--- config.mk ---
export PLATFORM = sky130hd
export DESIGN_NAME = cfg3w_regfile
export DESIGN_NICKNAME = d
export VERILOG_FILES = /design/src/rtl/cfg3w_pkg.sv /design/src/rtl/cfg3w_serial_in.sv /design/src/rtl/cfg3w_bank.sv /design/src/rtl/cfg3w_pins.sv /design/src/rtl/cfg3w_pwr.sv /design/src/rtl/cfg3w_regfile.sv
export SDC_FILE = /design/constraint.sdc
export NUM_CORES = 1
export LEC_CHECK = 0
export ABC_AREA = 1
export BUFFER_PORTS_ARGS = -buffer_cell sky130_fd_sc_hd__clkbuf_2
export CELL_PAD_IN_SITES_DETAIL_PLACEMENT = 1
export CELL_PAD_IN_SITES_GLOBAL_PLACEMENT = 2
export CORE_MARGIN = 4
export CORE_UTILIZATION = 34
export DETAILED_ROUTE_END_ITERATION = 8
export PLACE_DENSITY_LB_ADDON = 0.15
export SLEW_MARGIN = 20
export SYNTH_ARGS = -nofsm -noshare
export SYNTH_HDL_FRONTEND = slang
export SYNTH_HIERARCHICAL = 1
export SYNTH_SLANG_ARGS = --single-unit
--- constraint.sdc ---
create_clock -name clk -period 2.7 [get_ports clk]
set_input_delay 0.54 -clock clk [delete_from_list [all_inputs] [get_ports clk]]
set_output_delay 0.54 -clock clk [all_outputs]
set_load 0.005 [all_outputs]
--- src/rtl/cfg3w_pkg.sv ---
package cfg3w_pkg;

    localparam int FRAME_W = 24;
    localparam int ADDR_W  = 2;
    localparam int WORD_W  = FRAME_W - ADDR_W;
    localparam int BANK_N  = 1 << ADDR_W;

    localparam int IDX_AUX = 0;
    localparam int IDX_PIN = 1;
    localparam int IDX_REF = 2;
    localparam int IDX_FB  = 3;

    typedef struct packed {
        logic        dly_mode;
        logic        dbl_en;
        logic [3:0]  cp_code;
        logic        pd_pol;
        logic [14:0] ref_div;
    } ref_word_t;

    typedef struct packed {
        logic        cnt_rst;
        logic        pd_req;
        logic        presc_wide;
        logic [9:0]  b_cnt;
        logic [4:0]  a_cnt;
        logic [3:0]  frac;
    } fb_word_t;

    typedef struct packed {
        logic        rsv_hi;
        logic        mod16;
        logic [2:0]  ld_sel;
        logic [16:0] rsv_lo;
    } aux_word_t;

    typedef struct packed {
        logic [1:0]  rsv_hi;
        logic        pd_sync;
        logic        fastlock;
        logic        test;
        logic        lvl1;
        logic        lvl0;
        logic [14:0] rsv_lo;
    } pin_word_t;

    typedef enum logic [1:0] {
        PIN_GPIO = 2'd0,
        PIN_FAST = 2'd1,
        PIN_TEST = 2'd2
    } pin_mode_e;

    function automatic pin_mode_e pick_mode(input pin_word_t w);
        if (w.test)
            return PIN_TEST;
        else if (w.fastlock)
            return PIN_FAST;
        else
            return PIN_GPIO;
    endfunction

    function automatic logic [4:0] cp_step_count(input logic [3:0] code);
        return {1'b0, code} + 5'd1;
    endfunction

endpackage

--- src/rtl/cfg3w_serial_in.sv ---
module cfg3w_serial_in #(
    parameter int SYNC_STAGES = 2,
    parameter int FRAME_W     = 24,
    parameter int ADDR_W      = 2,
    localparam int WORD_W     = FRAME_W - ADDR_W
) (
    input  logic              clk,
    input  logic              rst,
    input  logic              ser_clk,
    input  logic              ser_data,
    input  logic              ser_latch,
    output logic              wr_en,
    output logic [ADDR_W-1:0] wr_addr,
    output logic [WORD_W-1:0] wr_data
);

    logic [SYNC_STAGES-1:0] clk_sync, dat_sync, le_sync;
    logic                   clk_s, dat_s, le_s;
    logic                   clk_d, le_d;
    logic [FRAME_W-1:0]     frame;

    always_ff @(posedge clk) begin
        if (rst) begin
            clk_sync <= '0;
            dat_sync <= '0;
            le_sync  <= '0;
        end else begin
            clk_sync <= {clk_sync[SYNC_STAGES-2:0], ser_clk};
            dat_sync <= {dat_sync[SYNC_STAGES-2:0], ser_data};
            le_sync  <= {le_sync[SYNC_STAGES-2:0], ser_latch};
        end
    end

    assign clk_s = clk_sync[SYNC_STAGES-1];
    assign dat_s = dat_sync[SYNC_STAGES-1];
    assign le_s  = le_sync[SYNC_STAGES-1];

    always_ff @(posedge clk) begin
        if (rst) begin
            clk_d <= 1'b0;
            le_d  <= 1'b0;
            frame <= '0;
        end else begin
            clk_d <= clk_s;
            le_d  <= le_s;
            if (clk_s && !clk_d)
                frame <= {frame[FRAME_W-2:0], dat_s};
        end
    end

    assign wr_en   = le_s && !le_d;
    assign wr_addr = frame[ADDR_W-1:0];
    assign wr_data = frame[FRAME_W-1:ADDR_W];

endmodule

--- src/rtl/cfg3w_bank.sv ---
module cfg3w_bank #(
    parameter int ADDR_W = 2,
    parameter int WORD_W = 22,
    localparam int BANK_N = 1 << ADDR_W
) (
    input  logic                          clk,
    input  logic                          rst,
    input  logic                          wr_en,
    input  logic [ADDR_W-1:0]             wr_addr,
    input  logic [WORD_W-1:0]             wr_data,
    output logic [BANK_N-1:0][WORD_W-1:0] words
);

    for (genvar g = 0; g < BANK_N; g++) begin : g_slot
        always_ff @(posedge clk) begin
            if (rst)
                words[g] <= '0;
            else if (wr_en && (wr_addr == ADDR_W'(g)))
                words[g] <= wr_data;
        end
    end

endmodule

--- src/rtl/cfg3w_pins.sv ---
module cfg3w_pins
    import cfg3w_pkg::*;
(
    input  pin_word_t pw,
    input  logic      cp8x,
    output logic      test_mode,
    output logic      pin0_level,
    output logic      pin0_oe,
    output logic      pin1_level,
    output logic      pin1_oe
);

    pin_mode_e mode;

    assign mode = pick_mode(pw);

    always_comb begin
        test_mode  = 1'b0;
        pin0_level = 1'b0;
        pin0_oe    = 1'b0;
        pin1_level = 1'b0;
        pin1_oe    = 1'b0;
        case (mode)
            PIN_TEST: test_mode = 1'b1;
            PIN_FAST: pin0_oe   = cp8x;
            default: begin
                pin0_oe    = 1'b1;
                pin1_oe    = 1'b1;
                pin0_level = pw.lvl0;
                pin1_level = pw.lvl1;
            end
        endcase
    end

endmodule

--- src/rtl/cfg3w_pwr.sv ---
module cfg3w_pwr (
    input  logic clk,
    input  logic rst,
    input  logic chip_en,
    input  logic pd_req,
    input  logic pd_sync,
    input  logic cp_active,
    output logic pd_held,
    output logic pwr_down
);

    always_ff @(posedge clk) begin
        if (rst)
            pd_held <= 1'b0;
        else if (!pd_req)
            pd_held <= 1'b0;
        else if (!pd_sync || !cp_active)
            pd_held <= 1'b1;
    end

    assign pwr_down = !chip_en || pd_held;

endmodule

--- src/rtl/cfg3w_regfile.sv ---
module cfg3w_regfile
    import cfg3w_pkg::*;
#(
    parameter int SYNC_STAGES = 2
) (
    input  logic        clk,
    input  logic        rst,
    input  logic        ser_clk,
    input  logic        ser_data,
    input  logic        ser_latch,
    input  logic        chip_en,
    input  logic        cp_active,
    output logic [14:0] ref_div,
    output logic        pd_polarity,
    output logic [3:0]  cp_code,
    output logic [4:0]  cp_steps,
    output logic        dbl_en,
    output logic        dly_mode,
    output logic [3:0]  frac_num,
    output logic [4:0]  a_count,
    output logic [9:0]  b_count,
    output logic        presc_wide,
    output logic        cnt_reset,
    output logic        frac_mod16,
    output logic [2:0]  ld_sel,
    output logic        test_mode,
    output logic        pin0_level,
    output logic        pin0_oe,
    output logic        pin1_level,
    output logic        pin1_oe,
    output logic        pwr_down
);

    logic                          wr_en;
    logic [ADDR_W-1:0]             wr_addr;
    logic [WORD_W-1:0]             wr_data;
    logic [BANK_N-1:0][WORD_W-1:0] words;
    logic                          pd_held;

    ref_word_t refw;
    fb_word_t  fbw;
    aux_word_t auxw;
    pin_word_t pinw;

    cfg3w_serial_in #(
        .SYNC_STAGES(SYNC_STAGES),
        .FRAME_W    (FRAME_W),
        .ADDR_W     (ADDR_W)
    ) u_serial (
        .clk      (clk),
        .rst      (rst),
        .ser_clk  (ser_clk),
        .ser_data (ser_data),
        .ser_latch(ser_latch),
        .wr_en    (wr_en),
        .wr_addr  (wr_addr),
        .wr_data  (wr_data)
    );

    cfg3w_bank #(
        .ADDR_W(ADDR_W),
        .WORD_W(WORD_W)
    ) u_bank (
        .clk    (clk),
        .rst    (rst),
        .wr_en  (wr_en),
        .wr_addr(wr_addr),
        .wr_data(wr_data),
        .words  (words)
    );

    assign refw = ref_word_t'(words[IDX_REF]);
    assign fbw  = fb_word_t'(words[IDX_FB]);
    assign auxw = aux_word_t'(words[IDX_AUX]);
    assign pinw = pin_word_t'(words[IDX_PIN]);

    assign ref_div     = refw.ref_div;
    assign pd_polarity = refw.pd_pol;
    assign cp_code     = refw.cp_code;
    assign cp_steps    = cp_step_count(refw.cp_code);
    assign dbl_en      = refw.dbl_en;
    assign dly_mode    = refw.dly_mode;
    assign frac_num    = fbw.frac;
    assign a_count     = fbw.a_cnt;
    assign b_count     = fbw.b_cnt;
    assign presc_wide  = fbw.presc_wide;
    assign cnt_reset   = fbw.cnt_rst;
    assign frac_mod16  = auxw.mod16;
    assign ld_sel      = auxw.ld_sel;

    cfg3w_pins u_pins (
        .pw        (pinw),
        .cp8x      (refw.cp_code[3]),
        .test_mode (test_mode),
        .pin0_level(pin0_level),
        .pin0_oe   (pin0_oe),
        .pin1_level(pin1_level),
        .pin1_oe   (pin1_oe)
    );

    cfg3w_pwr u_pwr (
        .clk      (clk),
        .rst      (rst),
        .chip_en  (chip_en),
        .pd_req   (fbw.pd_req),
        .pd_sync  (pinw.pd_sync),
        .cp_active(cp_active),
        .pd_held  (pd_held),
        .pwr_down (pwr_down)
    );

endmodule

==> flow_metrics.py <==
metrics = {
    "critical_path": {
        "cp.arrival_ns": 1.26,
        "rr_endpoint": "u_bank/words[76]$_SDFFE_PP0P_",
        "r2r-start": "u_serial/le_sync[1]$_SDFF_PP0_",
        "crit_start": "u_bank/words[60]$_SDFFE_PP0P_",
        "cp.required_ns": 2.16,
        "critPathLaunchType": "flop",
        "critPathKind": "flop to primary output",
        "crit_path_end": "cp_steps[4]",
        "cp_max_fo": 6,
        "end_kind": "primary output",
        "r2r_slack_ns": 1.08,
        "reg2reg_depth": 8,
    },
    "clocking": {
        "clk_root_buffer_cell": "clkbuf_8",
        "worstSkewPairLatency_ns": 0.36,
        "cts_tree": "done",
        "post_cts_buffers": 0,
        "ctsHoldBuffers": 0,
        "cts_resized": 0,
        "clkSinkCount": 86,
        "clk_pin_slew_ns": 0.08,
        "cts_buffers": 9,
        "clk_path_buf_depth": 2,
        "htreeDepth": 3,
    },
    "yosys": {
        "syn_area_sq_um": 3660,
        "synthCells": 558,
        "syn_area_per_cell_sq_um": 6.55,
        "synth_nets": 566,
        "yosys_warnings": 6,
    },
    "sta": {
        "hold_viol_final": 0,
        "drv_slew": 0,
        "max_slew_margin_pct": 47.7,
        "worst_pin_slew_ns": 0.783,
        "setup_viol": 0,
        "grt_setup_unrepaired": "no",
        "max_freq_mhz": 556,
        "clock_skew_ns": 0.00973,
        "period_share_pct": 66.7,
        "setup-tns-final_ns": 0,
        "fin_crit_ns": 1.80,
    },
    "global_route": {
        "grt_start_max_net_pins": 45,
        "grt_pass1_vias": 3312,
        "antenna_found_initial": 0,
        "busiest_layer": "met2",
        "gr-usage-all-layers_pct": 15.4,
        "grt_util_met2_pct": 26.4,
        "gr-total-overflow": 0,
        "grt_use_met3_pct": 3.37,
        "grt.met1_usage_pct": 19.1,
        "grt_pass1_wl_um": 15700,
    },
    "run_status": {
        "status": "complete, no violations",
    },
    "cells_and_area": {
        "drive_above_1_share_pct": 15.6,
        "syn2layout_area_growth_pct": 16.1,
        "stdcell_count": 745,
        "stdcell_area_sq_um": 4240,
        "nets": 612,
        "n_fill_cell": 1387,
        "antenna_cells": 0,
        "final_util_pct": 40.7,
    },
    "power": {
        "p_switching_uw": 589,
        "fin_total_pwr_uw": 2480,
        "intPower_uw": 1890,
        "p_comb_share_pct": 5.5,
        "p_seq_share_pct": 53.6,
        "leakage_uw": 0.00229,
        "p_clk_share_pct": 40.9,
        "p_per_area_nw_per_um2": 584,
        "peakVddDrop_uv": 235,
        "netSwitchingFraction_pct": 23.8,
    },
    "floorplanning": {
        "coreArea_sq_um": 10400,
        "fp-row-count": 37,
        "die_area_sq_um": 12500,
        "num_io_pins": 65,
        "die_w_um": 112,
        "initial_core_util_pct": 35.1,
        "die_y_um": 112,
    },
    "drt": {
        "detail_route.first_pass.iterations": 4,
        "routed_wirelength_um": 8830,
        "routedWlPerCell_um": 11.9,
        "dr.first_iter.drc_count": 118,
        "vias": 3208,
        "viasPerCell": 4.31,
        "postRouteAntennaNets": 0,
        "drcViolationCount": 0,
    },
    "place": {
        "numPortBuffers": 64,
        "place_congestion": 0.725,
        "placedCellCount": 729,
        "dpl_cell_area_sq_um": 4020,
        "dp_hpwl_um": 5860,
    },
    "min_path": {
        "hold_class": "input port to flop",
    },
    "run": {
        "maxCapViolCount": 0,
    },
}
==> per-layer routing <==
layer,wire [um],vias up
met1,4170,1473
met2,4300,46
met5,0,-
li1,-,1683
met3,282,6
met4,78,0
==> critical path, stage by stage (launching register included) <==
cell and delay [ns]:
dfxtp_1 0.43, ha_1 0.21, nand2_1 0.06, nor2_1 0.09
clkbuf_2 0.12
==> through the flow <==
| stage | setup slack (ns) | hold slack (ns) |
|---|---|---|
| global placement | 1.03 | 0.390 |
| global route | 0.774 | 0.356 |
| finish | 0.900 | 0.367 |
| CTS | 0.870 | 0.346 |
| detailed placement | 1.01 | 0.401 |
| floorplan | 1.41 | 0.388 |
==> placed cells by master (no fill, tap or decap) <==
master,instances
a21oi_1,5
buf_12,2
buf_4,2
bufinv_16,2
clkbuf_2,64
clkbuf_8,10
clkinv_1,1
clkinv_2,3
clkinvlp_4,2
dfxtp_1,86
ha_1,1
inv_1,94
inv_2,4
nand2_1,132
nand2_2,1
nand3_1,29
nand3_2,1
nand3_4,2
nand4_1,1
nor2_1,164
nor2_2,1
nor2_4,1
xor2_1,1
==> power by group through the flow <==
stage	sequential, uW	clock [uW]	combinational (uW)
finish	1330	1010	136
global route	1340	1120	161
CTS	1330	1050	140
detailed placement	1360	0	139
global placement	1360	0	134
floorplan	1350	0	108
==> cell type report <==
class,instances,area (sq um),share of cell area [%]
tap,136,170,4.01
clock buffer,10,138,3.24
multi-input combinational,339,1380,32.5
inverter,100,377,8.87
sequential,86,1720,40.6
clock inverter,6,85.1,2.00
timing repair buffer,68,375,8.84
==> worst min-delay path by stage <==
| stage | start | to | slack, ns | cells past startpoint |
|---|---|---|---|---|
| floorplan | u_serial/clk_sync[0]$_SDFF_PP0_ | u_serial/clk_sync[1]$_SDFF_PP0_ | 0.39 | 2 |
| global placement | u_serial/le_sync[0]$_SDFF_PP0_ | u_serial/le_sync[1]$_SDFF_PP0_ | 0.39 | 2 |
| detailed placement | u_serial/le_sync[0]$_SDFF_PP0_ | u_serial/le_sync[1]$_SDFF_PP0_ | 0.40 | 2 |
| CTS | ser_data | u_serial/dat_sync[0]$_SDFF_PP0_ | 0.35 | 3 |
| global route | ser_data | u_serial/dat_sync[0]$_SDFF_PP0_ | 0.36 | 3 |
| finish | ser_data | u_serial/dat_sync[0]$_SDFF_PP0_ | 0.37 | 3 |
==> state kept, by name, indices dropped and copies added (netlist names) <==
register / flops
u_pwr/pd_held: 1
u_serial/le_d: 1
u_serial/clk_d: 1
u_serial/clk_sync: 2
u_serial/frame: 24
u_serial/le_sync: 2
u_bank/words: 53
u_serial/dat_sync: 2
Note: power is estimated with default switching activity, not from simulation.
